File: config.mk
export PLATFORM = sky130hd
export DESIGN_NAME = fbuf_pingpong_fetch
export DESIGN_NICKNAME = d
export VERILOG_FILES = /design/src/rtl/fbg_pkg.sv /design/src/rtl/fbg_cfg_decode.sv /design/src/rtl/fbg_burst_calc.sv /design/src/rtl/fbg_seq.sv /design/src/rtl/fbuf_pingpong_fetch.sv
export SDC_FILE = /design/constraint.sdc
export NUM_CORES = 1
export LEC_CHECK = 0
export ABC_CLOCK_PERIOD_IN_PS = 14920
export BUFFER_PORTS_ARGS = -buffer_cell sky130_fd_sc_hd__buf_2
export CORE_MARGIN = 2
export CORE_UTILIZATION = 45
export DETAILED_ROUTE_END_ITERATION = 6
export HOLD_SLACK_MARGIN = 0.08
export PLACE_DENSITY = 0.64
export SLEW_MARGIN = 20
export SYNTH_ARGS = -nofsm -noshare
export SYNTH_HDL_FRONTEND = slang
export SYNTH_HIERARCHICAL = 1
export SYNTH_SLANG_ARGS = --single-unit
export TNS_END_PERCENT = 50
File: constraint.sdc
create_clock -name clk -period 14.92 [get_ports clk]
set_input_delay 0.746 -clock clk [delete_from_list [all_inputs] [get_ports clk]]
set_output_delay 0.746 -clock clk [all_outputs]
set_load 0.01 [all_outputs]
File: src/rtl/fbg_pkg.sv
package fbg_pkg;

    localparam int FBG_LEN_W = 5;

    typedef enum logic [1:0] {
        ST_IDLE = 2'd0,
        ST_PAL  = 2'd1,
        ST_DATA = 2'd2,
        ST_HOLD = 2'd3
    } fbg_state_e;

    localparam logic [1:0] LM_PAL_DATA  = 2'd0;
    localparam logic [1:0] LM_PAL_ONLY  = 2'd1;
    localparam logic [1:0] LM_DATA_ONLY = 2'd2;

    function automatic logic [FBG_LEN_W-1:0] burst_words(input logic [2:0] code);
        logic [FBG_LEN_W-1:0] w;
        if (code <= 3'd4) w = FBG_LEN_W'(1) << code;
        else              w = '0;
        return w;
    endfunction

endpackage

File: src/rtl/fbg_cfg_decode.sv
module fbg_cfg_decode
    import fbg_pkg::*;
(
    input  logic [2:0]           burst_code,
    input  logic [1:0]           load_mode,
    output logic [FBG_LEN_W-1:0] bw,
    output logic                 cfg_ok
);
    logic code_ok;
    logic mode_ok;

    always_comb begin
        bw      = burst_words(burst_code);
        code_ok = (bw != '0);
        mode_ok = (load_mode != 2'd3);
        cfg_ok  = code_ok && mode_ok;
    end
endmodule

File: src/rtl/fbg_burst_calc.sv
module fbg_burst_calc
    import fbg_pkg::*;
#(
    parameter int AW = 32,
    parameter int WB = 4
) (
    input  logic [AW-1:0]        addr,
    input  logic [AW-1:0]        ceil,
    input  logic [FBG_LEN_W-1:0] bw,
    output logic [FBG_LEN_W-1:0] len,
    output logic                 last,
    output logic [AW-1:0]        next_addr
);
    localparam int WSH = $clog2(WB);

    logic [AW-1:0] span;
    logic [AW-1:0] rem_m1;
    logic [AW-1:0] bw_ext;

    always_comb begin
        span      = ceil - addr;
        rem_m1    = span >> WSH;
        bw_ext    = AW'(bw);
        last      = (rem_m1 < bw_ext);
        len       = last ? (rem_m1[FBG_LEN_W-1:0] + FBG_LEN_W'(1)) : bw;
        next_addr = addr + (AW'(len) << WSH);
    end
endmodule

File: src/rtl/fbg_seq.sv
module fbg_seq
    import fbg_pkg::*;
#(
    parameter int AW  = 32,
    parameter int WB  = 4,
    parameter int THW = 8
) (
    input  logic                 clk,
    input  logic                 rst_n,
    input  logic                 run,
    input  logic                 dual_en,
    input  logic                 cfg_ok,
    input  logic [FBG_LEN_W-1:0] bw_in,
    input  logic [1:0]           mode_in,
    input  logic [THW-1:0]       fifo_thresh,
    input  logic [THW-1:0]       fifo_free,
    input  logic [AW-1:0]        ch0_start,
    input  logic [AW-1:0]        ch0_ceil,
    input  logic [AW-1:0]        ch1_start,
    input  logic [AW-1:0]        ch1_ceil,
    input  logic                 req_ready,
    input  logic [FBG_LEN_W-1:0] calc_len,
    input  logic                 calc_last,
    input  logic [AW-1:0]        calc_next,
    output logic [AW-1:0]        cur_addr,
    output logic [AW-1:0]        cur_ceil,
    output logic [FBG_LEN_W-1:0] cur_bw,
    output logic                 req_valid,
    output logic [AW-1:0]        req_addr,
    output logic [FBG_LEN_W-1:0] req_len,
    output logic                 frame0_done,
    output logic                 frame1_done,
    output logic                 pal_done
);
    localparam int WSH = $clog2(WB);

    typedef struct packed {
        fbg_state_e           st;
        logic                 chan;
        logic [1:0]           mode;
        logic [FBG_LEN_W-1:0] bw;
        logic [AW-1:0]        addr;
        logic [AW-1:0]        ceil;
        logic                 vld;
        logic [AW-1:0]        raddr;
        logic [FBG_LEN_W-1:0] rlen;
        logic                 rlast;
        logic                 f0;
        logic                 f1;
        logic                 pd;
    } seq_s;

    seq_s q, d;
    logic nxt_chan;

    always_comb begin
        d        = q;
        d.f0     = 1'b0;
        d.f1     = 1'b0;
        d.pd     = 1'b0;
        nxt_chan = dual_en ? ~q.chan : 1'b0;
        unique case (q.st)
            ST_IDLE: begin
                if (run && cfg_ok) begin
                    d.mode = mode_in;
                    d.bw   = bw_in;
                    d.chan = 1'b0;
                    d.addr = ch0_start;
                    d.ceil = ch0_ceil;
                    d.st   = (mode_in == LM_DATA_ONLY) ? ST_DATA : ST_PAL;
                end
            end
            ST_PAL, ST_DATA: begin
                if (q.vld) begin
                    if (req_ready) begin
                        d.vld = 1'b0;
                        if (q.rlast) begin
                            if (q.st == ST_PAL) begin
                                d.pd = 1'b1;
                                if (q.mode == LM_PAL_ONLY) begin
                                    d.st = ST_HOLD;
                                end else begin
                                    d.st   = ST_DATA;
                                    d.chan = 1'b0;
                                    d.addr = ch0_start;
                                    d.ceil = ch0_ceil;
                                end
                            end else begin
                                d.f0   = ~q.chan;
                                d.f1   = q.chan;
                                d.chan = nxt_chan;
                                d.addr = nxt_chan ? ch1_start : ch0_start;
                                d.ceil = nxt_chan ? ch1_ceil  : ch0_ceil;
                            end
                        end
                    end
                end else if (!run) begin
                    d.st = ST_IDLE;
                end else if (fifo_free >= fifo_thresh) begin
                    d.vld   = 1'b1;
                    d.raddr = q.addr;
                    d.rlen  = calc_len;
                    d.rlast = calc_last;
                    d.addr  = calc_next;
                end
            end
            ST_HOLD: begin
                if (!run) d.st = ST_IDLE;
            end
            default: d.st = ST_IDLE;
        endcase
    end

    always_ff @(posedge clk or negedge rst_n) begin
        if (!rst_n) q <= '0;
        else        q <= d;
    end

    assign cur_addr    = q.addr;
    assign cur_ceil    = q.ceil;
    assign cur_bw      = q.bw;
    assign req_valid   = q.vld;
    assign req_addr    = q.raddr;
    assign req_len     = q.rlen;
    assign frame0_done = q.f0;
    assign frame1_done = q.f1;
    assign pal_done    = q.pd;

    logic [AW:0] req_end;
    assign req_end = {1'b0, q.raddr} + ({1'b0, AW'(q.rlen)} << WSH) - 1'b1;

    AST_REQ_HOLD: assert property (@(posedge clk) disable iff (!rst_n)
        (req_valid && !req_ready) |=> (req_valid && $stable(req_addr) && $stable(req_len)));
    AST_LEN_LEGAL: assert property (@(posedge clk) disable iff (!rst_n)
        req_valid |-> (req_len != '0 && req_len <= q.bw));
    AST_NO_PAST_CEIL: assert property (@(posedge clk) disable iff (!rst_n)
        req_valid |-> (req_end <= {1'b0, q.ceil}));
    AST_ONE_EVENT: assert property (@(posedge clk) disable iff (!rst_n)
        $onehot0({frame0_done, frame1_done, pal_done}));
    AST_THRESH_GATE: assert property (@(posedge clk) disable iff (!rst_n)
        $rose(req_valid) |-> $past(fifo_free >= fifo_thresh));
    AST_BAD_NO_START: assert property (@(posedge clk) disable iff (!rst_n)
        (q.st == ST_IDLE && !cfg_ok) |=> !req_valid);
endmodule

File: src/rtl/fbuf_pingpong_fetch.sv
module fbuf_pingpong_fetch
    import fbg_pkg::*;
#(
    parameter int AW  = 32,
    parameter int WB  = 4,
    parameter int THW = 8
) (
    input  logic                 clk,
    input  logic                 rst_n,
    input  logic                 run,
    input  logic                 dual_en,
    input  logic [2:0]           burst_code,
    input  logic [1:0]           load_mode,
    input  logic [THW-1:0]       fifo_thresh,
    input  logic [THW-1:0]       fifo_free,
    input  logic [AW-1:0]        ch0_start,
    input  logic [AW-1:0]        ch0_ceil,
    input  logic [AW-1:0]        ch1_start,
    input  logic [AW-1:0]        ch1_ceil,
    input  logic                 req_ready,
    output logic                 req_valid,
    output logic [AW-1:0]        req_addr,
    output logic [FBG_LEN_W-1:0] req_len,
    output logic                 cfg_bad,
    output logic                 frame0_done,
    output logic                 frame1_done,
    output logic                 pal_done
);
    logic [FBG_LEN_W-1:0] bw_dec;
    logic                 cfg_ok;
    logic [AW-1:0]        cur_addr, cur_ceil, calc_next;
    logic [FBG_LEN_W-1:0] cur_bw, calc_len;
    logic                 calc_last;

    fbg_cfg_decode u_dec (
        .burst_code (burst_code),
        .load_mode  (load_mode),
        .bw         (bw_dec),
        .cfg_ok     (cfg_ok)
    );

    fbg_burst_calc #(.AW(AW), .WB(WB)) u_calc (
        .addr      (cur_addr),
        .ceil      (cur_ceil),
        .bw        (cur_bw),
        .len       (calc_len),
        .last      (calc_last),
        .next_addr (calc_next)
    );

    fbg_seq #(.AW(AW), .WB(WB), .THW(THW)) u_seq (
        .clk         (clk),
        .rst_n       (rst_n),
        .run         (run),
        .dual_en     (dual_en),
        .cfg_ok      (cfg_ok),
        .bw_in       (bw_dec),
        .mode_in     (load_mode),
        .fifo_thresh (fifo_thresh),
        .fifo_free   (fifo_free),
        .ch0_start   (ch0_start),
        .ch0_ceil    (ch0_ceil),
        .ch1_start   (ch1_start),
        .ch1_ceil    (ch1_ceil),
        .req_ready   (req_ready),
        .calc_len    (calc_len),
        .calc_last   (calc_last),
        .calc_next   (calc_next),
        .cur_addr    (cur_addr),
        .cur_ceil    (cur_ceil),
        .cur_bw      (cur_bw),
        .req_valid   (req_valid),
        .req_addr    (req_addr),
        .req_len     (req_len),
        .frame0_done (frame0_done),
        .frame1_done (frame1_done),
        .pal_done    (pal_done)
    );

    assign cfg_bad = ~cfg_ok;
endmodule

* Word level (Yosys, flattened, before mapping)
Cells that the tools add are included.
Storage, ports and cells: register bits after elaboration 116, input port bits 154, output and inout port bits 42, logic and storage cells 87
Cells by class: add/subtract/negate cells 3, order comparisons 3, eq/ne operators 17, shift operators 1, mux-type cells 36, bitwise gates (word level) 3, reductions and logical operators 11
Operators with widths (count):
- 32-bit 2-to-1 mux | 6
- 64-bit 2-to-1 mux | 3
- 64-bit case mux with 2 select lines | 1
- 39-bit 2-to-1 mux | 2
- 74-bit 2-to-1 mux | 1
- 65-bit 2-to-1 mux | 1
- 32-bit by 7-bit adder with 32-bit output | 1
- 32-bit subtractor | 1
- 30-bit by 5-bit < comparator with 1-bit output | 1
- 3-bit 2-to-1 mux | 6
- 3-bit != test (second input constant) | 4
- 2-bit 2-to-1 mux | 5
- 5-bit 2-to-1 mux | 2
- 8-bit greater-or-equal comparator | 1
- 4-bit AND reduction | 2
- 1-bit 2-to-1 mux | 7
- 7-bit AND reduction | 1
- 2-bit equality test (second input constant) | 3
- 2-bit by 1-bit != test with 1-bit output (second input constant) | 3
- 2-bit case mux with 3 select lines | 1
- 6-bit AND reduction | 1
- 5-bit by 1-bit adder with 5-bit output (second input constant) | 1
- 5-bit nonzero test | 1
- 1-bit by 3-bit << shifter with 5-bit output (first input constant) | 1
- other kinds (13) | 18

* Depth between registers and ports, before layout
Gate-level depths: netlist of run 1.
word-level depth 8, gate-level depth with buffers 30, depth with buffers taken out 28

* Cells and area by module
Netlist of run 1, hierarchy kept.
Modules (own cells, without submodules):
- fbg_seq | instances 1, cells each 571, area each 6397.4 um^2, seq. area each 2902.8 um^2
- fbg_burst_calc | instances 1, cells each 528, area each 3452.1 um^2, seq. area each 0.0 um^2
- fbg_cfg_decode | instances 1, cells each 7, area each 53.8 um^2, seq. area each 0.0 um^2
- fbuf_pingpong_fetch | instances 1, cells each 1, area each 3.8 um^2, seq. area each 0.0 um^2

* Least setup slack after synthesis of run 1
No wires, ideal clock.
path kind register to register, from register u_seq.q (netlist bit u_seq/cur_addr[15]), to register u_seq.q (netlist bit u_seq/cur_addr[30]), library setup time 82 ps, data arrival time 5728 ps, data required time 14838 ps, setup slack 9110 ps, cell stages (with the launch flop) 28, buffers on the path 3, clock period less this slack 5810 ps, cell sequence dfrtp_1 buf_4 inv_1 ha_1 clkbuf_1 a21oi_1 o211ai_1 a21bo_2 a211o_1 a211oi_1 o221ai_1 or4b_4 nor4_4 mux2i_1 ha_1 inv_1 fa_1 inv_1 a21oi_1 o21bai_1 a21o_1 and3_1 clkbuf_1 nor2b_1 and3_1 xnor2_1 a22oi_1 a31oi_1
On the way: word-level cells in the longest chain between the ends 8
RTL lines:
- from (decl) | RTL line fbg_seq.sv:53 | seq_s q, d;
- from (signal assigned) | RTL line fbg_seq.sv:115 | if (!rst_n) q <= '0;
- from (signal assigned) | RTL line fbg_seq.sv:116 | else q <= d;
- 32-bit subtractor | RTL line fbg_burst_calc.sv:21 | span = ceil - addr;
- 30-bit by 5-bit < comparator with 1-bit output | RTL line fbg_burst_calc.sv:24 | last = (rem_m1 < bw_ext);
- 5-bit 2-to-1 mux | RTL line fbg_burst_calc.sv:25 | len = last ? (rem_m1[FBG_LEN_W-1:0] + FBG_LEN_W'(1)) : bw;
- net calc_len[0] | RTL line fbuf_pingpong_fetch.sv:32 | logic [FBG_LEN_W-1:0] cur_bw, calc_len;
- 32-bit by 7-bit adder with 32-bit output | RTL line fbg_burst_calc.sv:26 | next_addr = addr + (AW'(len) << WSH);
- net calc_next[30] | RTL line fbuf_pingpong_fetch.sv:31 | logic [AW-1:0] cur_addr, cur_ceil, calc_next;
- 32-bit 2-to-1 mux | RTL line fbg_seq.sv:99 | end else if (fifo_free >= fifo_thresh) begin
- 32-bit 2-to-1 mux | RTL line fbg_seq.sv:97 | end else if (!run) begin
- 32-bit 2-to-1 mux | RTL line fbg_seq.sv:74 | if (q.vld) begin
- 64-bit case mux with 2 select lines | RTL line fbg_seq.sv:62 | unique case (q.st)
The timed path passes the listed nets, and every way through them passes these cells. The select of a mux whose other input is x is not followed. A chain may end at the register's enable or synchronous reset.

* Final worst setup path of run 1
Same ends and word-level chain as after synthesis.

==> flow_summary.toml, run 1 <==
[clocking]
numCtsBuffers = 17
htree_levels = 4
clock_sinks = 116
ctsResizeCount = 0
cts_hold_buf = 0
post-cts-setup-buffers = 0
clk_pin_slew_ns = 0.06
cts_tree = "yes"
clk_latency_ns = 0.42
cts.path.max_buffers = 2
clockRootBuffer = "clkbuf_16"

[sta]
rsz0062_at_grt = "no"
maxSlewHeadroom_pct = 22.7
fmax_mhz = 149
tightest_slew_ns = 1.13
setup_violations = 0
finalCritPeriodShare_pct = 45.0
slew_violations = 0
hold_violations = 0
setup_tns_ns = 0
finClkSkew_ns = 0.0109
min_period_ns = 6.72

[synth]
synth_fp_nets = 1313
ys_types = 83
ys_ff_latch = 116
synth_area_um2 = 9910
yosys_warnings = 6
synth_edf_count = 0
synth_cells = 1107
ys_async_sr_fraction_pct = 100
ys_seq_area_share_pct = 29.3
yosys_most_used_dff = "dfrtp_1"
synth.avg_cell_area_um2 = 8.95

[setup_path]
required_ns = 15.27
r2r_slack_ns = 8.20
worstSetupPathType = "reg -> reg"
worstSetupStartpointType = "flip-flop"
arrival_ns = 7.06
end_kind = "flip-flop"
crit_fanout = 8

[placement]
post-place-cells = 1422
placed_area_um2 = 10200
place_congestion = 0.973
port_buffers = 195
hpwl_um = 21500

[grt]
grt_usage_pct = 24.2
antenna_found_initial = 0
grt_max_degree = 68
grt_pass1_wl_um = 44600
grt_remaining_overflow = 0
grt_pass1_vias = 8135

[detailed_routing]
drt_iter0_markers = 707
vias_per_cell = 5.92
ant_nets = 0
wire_per_inst_um = 19.4
drc = 0
wl_um = 28300
via_count = 8601
dr.pass1.iters = 6

[floorplan]
die_x_um = 152
row_count = 54
die-area_um2 = 23200
fp.dieH_um = 152
start_util_pct = 45.7
core_um2 = 21700
pin_count = 196

[hold_path]
min_path_type = "in -> async"

[run_status]
status = "finished clean"

[flow_run]
max-cap-violations = 0

[finish]
stdcell_count = 1454
fin_area_um2 = 10800
mostFrequentLayoutCells = "buf_2, dfrtp_1, nand2_1"
area_growth_syn_to_layout_pct = 9.26
n_antenna_cell = 0
drive_above_1_share_pct = 29.1
nets = 1367
layout_commonest_cell = "buf_2"

[pwr]
p_leak_nw = 5.02
powerDensity_nw_per_um2 = 252
peakVddDrop_uv = 108
synth_stat cells (19+ instances only):
cell      count  area (µm²)
buf_4       110         826
nand3_1      21         105
mux2_2       68         766
clkbuf_1     40         150
nor3_1       19        95.1
nor2_1       39         146
inv_1        59         221
o21ai_0      22         110
ha_1         51         638
xnor2_1      32         280
a22oi_1      35         263
dfrtp_1     116        2900
a31oi_1      28         175
a22o_1       33         289
nand2_1      93         349
a21oi_1      82         410
state kept, by name, summed over array words and instances, names as in the netlist:
| name | cells |
|---|---|
| u_seq/cur_addr | 32 |
| u_seq/frame0_done | 1 |
| u_seq/req_len | 5 |
| u_seq/req_valid | 1 |
| u_seq/frame1_done | 1 |
| u_seq/req_addr | 32 |
| u_seq/pal_done | 1 |
| u_seq/cur_bw | 5 |
| u_seq/cur_ceil | 32 |
| u_seq/q | 6 |
kinds of logic after synthesis:
group	count (synthesis)	share of synthesized area (%)
AOI/OAI and AO/OA	312	22.7
xor gates and xnor gates	41	3.62
muxes	92	10.3
DFF	116	29.3
and+or+nand+nor	266	13.9
adders and majority gates	52	6.64
buffers and inverters	228	13.5
report_power, final:
group	switching, W	internal, W	total, W	leakage (nW)
clock	0.000166	0.000255	0.000422	0.294
combinational	0.00103	0.000691	0.00172	3.28
sequential	0.000123	0.000454	0.000577	1.45
total	0.00132	0.00140	0.00272	5.02
metrics by stage:
stage	hold WS (ns)	worst slack [ns]	power (W)	utilization, %
after floorplan	0.449	9.11	0.00200	-
after global placement	0.472	8.43	0.00226	47.1
after detailed placement	0.479	8.38	0.00227	47.1
after CTS	0.376	8.36	0.00270	49.9
after global routing	0.399	7.81	0.00293	49.9
final	0.350	8.20	0.00272	49.9
critical path, stage by stage, from the launching register on:
cell	delay, ns
dfrtp_1	0.40
inv_1	0.14
ha_1	0.44
a21oi_1	0.36
o211ai_1	0.16
a21bo_2	0.26
a2111oi_0	0.98
o211ai_1	0.22
nand3b_1	0.19
o21ai_0	0.19
nor4_4	0.49
mux2i_1	0.31
ha_1	0.20
inv_1	0.06
fa_1	0.40
inv_1	0.08
a21oi_1	0.06
o21bai_1	0.24
a21o_1	0.18
and3_1	0.32
nor2b_1	0.32
and3_1	0.21
xnor2_1	0.12
a22oi_1	0.11
a31oi_1	0.21
per-layer routing:
layer / share of wire [%] / global-route usage [%]
met1: 46 / 35.2
met2: 44 / 36.2
met3: 7.5 / 4.24
met4: 2.4 / 8.23
met5: 0 / 0
layout make-up:
type / count / area, µm²
well taps: 280 / 350
repair buffers: 204 / 1050
multi-input cells: 763 / 5700
inverters: 59 / 221
flip-flops and latches: 116 / 2900
clock inverters: 14 / 164
fillers: 2061 / 10900
clock buffers: 18 / 439
path summary, 6_finish.rpt:
path	from	depth (start not counted)	endpoint
min reg2reg	u_seq/req_addr[29]	1	u_seq/req_addr[29]
max in group asynchronous	rst_n	2	u_seq/q[113]
min in group clk	u_seq/req_addr[29]	1	u_seq/req_addr[29]
max reg2reg	u_seq/cur_addr[15]	24	u_seq/cur_addr[30]
min	rst_n	1	u_seq/cur_bw[4]
max	u_seq/cur_addr[15]	24	u_seq/cur_addr[30]
Power figures use the tool's default switching activity.
==> inputs of run 2 (changes only) <==
Settings changed: ABC_CLOCK_PERIOD_IN_PS 14920 to 5500, PLACE_DENSITY 0.64 to 0.67.
Clock period 14.92 ns to 5.5 ns, I/O delays scaled along.
==> run 2 against run 1 <==
Net effect:
- the flow now finishes with violations (negative setup slack)
- non-clock buffer count increased by 194
- first-iteration DRC count up 5.8%
- sequential share of layout area down 3.9 points
- clock power increased to 2.8 times the previous value
- worst hold slack got worse by 0.25 ns
- total power increased to 3.3 times the previous value
- clock skew increased by 0.0036 ns
- core utilization up 8.6 points
- setup slack worse by 8.4 ns
- routed wire length rose by 11%
- critical endpoint is now u_seq/cur_addr[22]
- largest power group unchanged
==> flow_summary.toml, run 2 (synthesized netlist as in run 1, its figures left out) <==
[run_status]
status = "finished, violations left"
violations = "negative setup slack"

[hold_path]
worstHoldStart = "ch1_start[15]"
min_path_type = "in -> reg"
whs_endpoint = "u_seq/cur_addr[15]"
hold_depth = 3

[setup_path]
arrival_ns = 5.98
regToRegEndpoint = "u_seq/cur_addr[22]"
worstRegToRegCells = 29
end_kind = "flip-flop"
required_ns = 5.80
r2r_slack_ns = -0.18
slowest_stage = "nor4_4"
r2r-start = "u_seq/cur_addr[1]"
critical-path-max-stage-delay_ns = 0.42
worstSetupPathType = "reg -> reg"
crit_top_cell = "inv_2"
cp-startpoint = "u_seq/cur_addr[1]"
crit_fanout = 4
worstSetupStartpointType = "flip-flop"

[floorplan]
row_count = 54
die-area_um2 = 23200
fp.dieH_um = 152
core_um2 = 21700
start_util_pct = 45.7
die_x_um = 152
pin_count = 196

[clocking]
numCtsBuffers = 17
clockRootBuffer = "clkbuf_16"
cts.path.max_buffers = 2
cts_tree = "yes"
clk_pin_slew_ns = 0.06
clk_latency_ns = 0.43
clock_sinks = 116
htree_levels = 4

[pwr]
switching_share_pct = 45.2
power_frac_seq_pct = 16.4
powerDensity_nw_per_um2 = 711
internal-power_w = 0.00494
p_comb_share_pct = 70.7
p_leak_nw = 6.02
peakVddDrop_uv = 316
p_switching_w = 0.00408
power_frac_clock_pct = 13.0

[sta]
maxSlewHeadroom_pct = 35.7
hold_violations = 0
slew_violations = 0
min_period_ns = 5.68
rsz0062_at_grt = "yes"
finClkSkew_ns = 0.0145
finalCritPeriodShare_pct = 103
fmax_mhz = 176
finalHoldWorstSlack_ns = 0.101
setup_violations = 18
setup_tns_ns = -1.64
tightest_slew_ns = 0.965
worst_slack_ns = -0.180

[grt]
grt_usage_pct = 26.4
grt_remaining_overflow = 0
top_usage_layer = "met2"
met3_usage_pct = 3.92
use_met1_pct = 36.9
grt_max_degree = 75
antenna_found_initial = 0
grt_pass1_wl_um = 49100
grt_pass1_vias = 9224
grt_util_met2_pct = 42.0

[detailed_routing]
vias_per_cell = 5.69
wire_per_inst_um = 19.0
wl_um = 31300
dr.pass1.iters = 5
ant_nets = 0
via_count = 9385
drc = 0
drt_iter0_markers = 748

[placement]
place_congestion = 1.02
post-place-cells = 1592
hpwl_um = 23600
port_buffers = 195

[finish]
nets = 1561
drive_above_1_share_pct = 45.0
num-fill-cells = 1859
layout_commonest_cell = "buf_4"
area_growth_syn_to_layout_pct = 28.0
n_antenna_cell = 0
fin_util_pct = 58.5
mostFrequentLayoutCells = "buf_4, buf_2, dfrtp_1"
stdcell_count = 1648

[flow_run]
max-cap-violations = 0
## run 2: area by class of cell
cell class              count  area [µm²]  share of cell area, %
flip-flops and latches    116        2900                   22.9
repair buffers            398        2520                   19.8
clock buffers              17         425                   3.35
multi-input cells         763        6080                   48.0
well taps                 280         350                   2.76
clock inverters            15         180                   1.42
inverters                  59         221                   1.75
## run 2: power by group through the flow
stage               clock, W  combinational (W)  sequential, W
floorplan                  0            0.00406        0.00140
global placement           0            0.00572        0.00146
detailed placement         0            0.00579        0.00148
CTS                  0.00118            0.00612        0.00147
global route         0.00122            0.00688        0.00152
finish               0.00117            0.00637        0.00148
## run 2: critical path: cells and delay by family (launching register included)
kind	cells	cell delay [ns]
xor+xnor	2	0.24
compound gates	8	1.48
mux	1	0.24
buf+inv	5	0.49
fa+ha+maj	4	0.91
simple gates	9	1.82
flops	1	0.37
## run 2: worst max-delay path by stage
stage                                     to  slack, ns  depth (start not counted)
after floorplan           u_seq/cur_addr[30]     -0.003                         27
after global placement    u_seq/cur_addr[31]      -0.25                         26
after detailed placement  u_seq/cur_addr[31]      -0.40                         26
after CTS                 u_seq/cur_addr[31]      -0.09                         22
after global routing      u_seq/cur_addr[26]      -0.44                         29
final                     u_seq/cur_addr[22]      -0.18                         29
## run 2: what timing repair did
| item | 4_1_cts | 5_1_grt |
|---|---|---|
| cloned | 0 | 0 |
| endpoints found under the setup margin | 23 | 24 |
| hold buffers | 1 | 0 |
| endpoints found under the hold margin | 42 | 0 |
| gates resized for setup | 51 | 34 |
| buffers inserted | 16 | 7 |
| pin swaps | 43 | 43 |
## run 2: routing by layer
| metal | share of wire, % | wire, µm |
|---|---|---|
| met4 | 2.6 | 818 |
| met1 | 45 | 14000 |
| met3 | 6.6 | 2080 |
| met5 | 0 | 0 |
| met2 | 46 | 14400 |
## run 2: metrics by stage
stage	total power, W	worst slack, ns	area (µm²)
detailed placement	0.00727	-0.397	11500
CTS	0.00877	-0.0947	12500
global placement	0.00718	-0.253	11500
floorplan	0.00546	-0.00284	9960
global route	0.00962	-0.436	12700
finish	0.00902	-0.180	12700
==> inputs of run 3 (changes only) <==
Settings changed: ABC_AREA from default to 1, CORE_UTILIZATION 45 to 50, PLACE_DENSITY 0.67 to 0.72.
==> run 3 against run 2 <==
Net effect:
- critical path depth rose by 4
- sequential share of layout area fell by 0.21 points
- die area rose by 4.4%
- critical path type unchanged
- area after synthesis rose by 16%
- synthesized cell count rose by 72%
- the run now ends clean
- critical endpoint is now u_seq/cur_addr[28]
- design area rose by 1.2%
- clock-buffer cell count did not move
- largest power group unchanged
- register-to-register slack improved by 0.43 ns
==> flow_summary.toml, run 3 <==
[run_status]
status = "finished clean"

[sta]
min_period_ns = 5.25
tightest_slew_ns = 1.02
finalHoldWorstSlack_ns = 0.105
setup_violations = 0
slew_violations = 0
setup_tns_ns = 0
hold_violations = 0
finClkSkew_ns = 0.0134
fmax_mhz = 191
maxSlewHeadroom_pct = 31.7
finalCritPeriodShare_pct = 95.4

[grt]
antenna_found_initial = 0
grt_pass1_wl_um = 55600
grt_remaining_overflow = 0
grt_usage_pct = 28.8
grt_pass1_vias = 11100
grt_max_degree = 86

[synth]
synth_area_um2 = 11500
netlist.area_leader.share_pct = 25.2
ys_types = 40
ys_seq_area_share_pct = 25.2
yosys_warnings = 6
ys_async_sr_fraction_pct = 100
synth.avg_cell_area_um2 = 6.05
ys_ff_latch = 116
synth_cells = 1902
yosys_most_used_dff = "dfrtp_1"
synth_edf_count = 0
synth_area_leaders = "dfrtp_1, nand2_1, inv_1"
synth_most_common_cell = "nand2_1"
yosysTopAreaCell = "dfrtp_1"
synth_fp_nets = 2108
ys_top_cells_by_count = "nand2_1, inv_1, nand3_1, dfrtp_1, nor2_1"

[detailed_routing]
drt_iter0_markers = 883
wire_per_inst_um = 15.3
vias_per_cell = 5.17
ant_nets = 0
wl_um = 34900
drc = 0
dr.pass1.iters = 5
via_count = 11800

[setup_path]
critical-path-max-stage-delay_ns = 0.44
worstSetupStartpointType = "flip-flop"
arrival_ns = 5.56
crit_fanout = 5
slowest_stage = "dfrtp_2"
worstSetupPathType = "reg -> reg"
end_kind = "flip-flop"
required_ns = 5.82
r2r_slack_ns = 0.25

[pwr]
powerDensity_nw_per_um2 = 655
peakVddDrop_uv = 315
p_leak_nw = 7.52

[floorplan]
core_um2 = 22600
start_util_pct = 50.8
fp.dieH_um = 156
die-area_um2 = 24200
row_count = 55
die_x_um = 156
pin_count = 196

[placement]
port_buffers = 195
place_congestion = 0.918
hpwl_um = 27100

[clocking]
numCtsBuffers = 17
clk_latency_ns = 0.43
clk_pin_slew_ns = 0.07
htree_levels = 4
clockRootBuffer = "clkbuf_16"
clock_sinks = 116
cts.path.max_buffers = 2
cts_tree = "yes"

[finish]
area_growth_syn_to_layout_pct = 11.5
drive_above_1_share_pct = 19.0
fin_util_pct = 56.7
n_antenna_cell = 0
regArea_um2 = 2910
num-fill-cells = 2268
multi_input_area_um2 = 6700
layout_commonest_cell = "nand2_1"
mostFrequentLayoutCells = "nand2_1, inv_1, buf_2"
nets = 2189

[flow_run]
max-cap-violations = 0

[hold_path]
min_path_type = "in -> reg"
## run 3: cell types whose count changed after synthesis, moves of 21 or more
cell | previous run | this run
a21oi_1 | 82 | 26
xor2_1 | 9 | 31
nor2_1 | 39 | 113
o21ai_0 | 22 | 74
nand2_1 | 93 | 720
buf_2 | 12 | 33
xnor2_1 | 32 | 5
a22o_1 | 33 | 0
inv_1 | 59 | 275
a31oi_1 | 28 | 0
nand3_1 | 21 | 154
o21ai_1 | 4 | 27
mux2_2 | 68 | 0
## run 3: path summary, 6_finish.rpt
path	from	to	cells past startpoint
worst max-delay path	u_seq/cur_addr[5]	u_seq/cur_addr[28]	33
worst min-delay path	load_mode[1]	u_seq/q[112]	3
worst max register to register	u_seq/cur_addr[5]	u_seq/cur_addr[28]	33
worst min register to register	u_seq/q[113]	u_seq/frame0_done	1
max in group asynchronous	rst_n	u_seq/cur_addr[10]	3
min in group asynchronous	rst_n	u_seq/req_valid	2
## run 3: metal layers
metal  part of all wire, %  vias to the layer above  GRT usage [%]
met5                     0                        -              0
met4                   1.6                        0           7.25
met3                   7.9                       52           4.64
met2                    45                      476           45.5
met1                    45                     5326           41.3
li1                      -                     5944              -
## run 3: cell type report
type | instances | share of cell area (%)
multi-input cells | 1333 | 52.3
inverters | 289 | 8.46
clock inverters | 15 | 1.05
well taps | 285 | 2.78
clock buffers | 17 | 3.32
repair buffers | 226 | 9.46
flip-flops and latches | 116 | 22.7
## run 3: cell families (layout without fill, tap and decap cells)
| logic type | after synthesis | after routing | synth area share [%] |
|---|---|---|---|
| flops | 116 | 116 | 25.2 |
| compound gates | 170 | 170 | 8.43 |
| xor+xnor | 36 | 36 | 2.74 |
| buf+inv | 453 | 547 | 18.7 |
| simple gates | 1075 | 1075 | 39.2 |
| fa+ha+maj | 52 | 52 | 5.72 |
## run 3: timing repair
| action | 4_1_cts | 5_1_grt |
|---|---|---|
| resized for setup | 0 | 67 |
| hold buffers | 1 | 0 |
| endpoints found under the setup margin | 0 | 18 |
| buffers inserted | 0 | 16 |
| hold endpoints to repair | 67 | 0 |
## run 3: power breakdown
group	switching [W]	internal [W]
clock network	0.000477	0.000597
logic	0.00416	0.00192
registers	0.000180	0.00107
## run 3: metrics by stage
stage	cells	instance area, µm²	total power (W)	worst slack [ns]
after floorplan	1902	11500	0.00570	0.801
after CTS	2265	12500	0.00804	0.117
after global routing	2281	12800	0.00922	-0.0891
after global placement	2232	11900	0.00691	0.227
final	2281	12800	0.00841	0.254
after detailed placement	2232	11900	0.00694	0.143
## run 3: worst max-delay path: cells and delay by family, from the launching register on
family	cells	cell delay, ns
AOI/OAI and AO/OA	5	0.71
xor gates and xnor gates	2	0.34
adders and majority gates	4	0.98
buffers and inverters	4	0.29
DFF	1	0.44
and+or+nand+nor	18	2.35
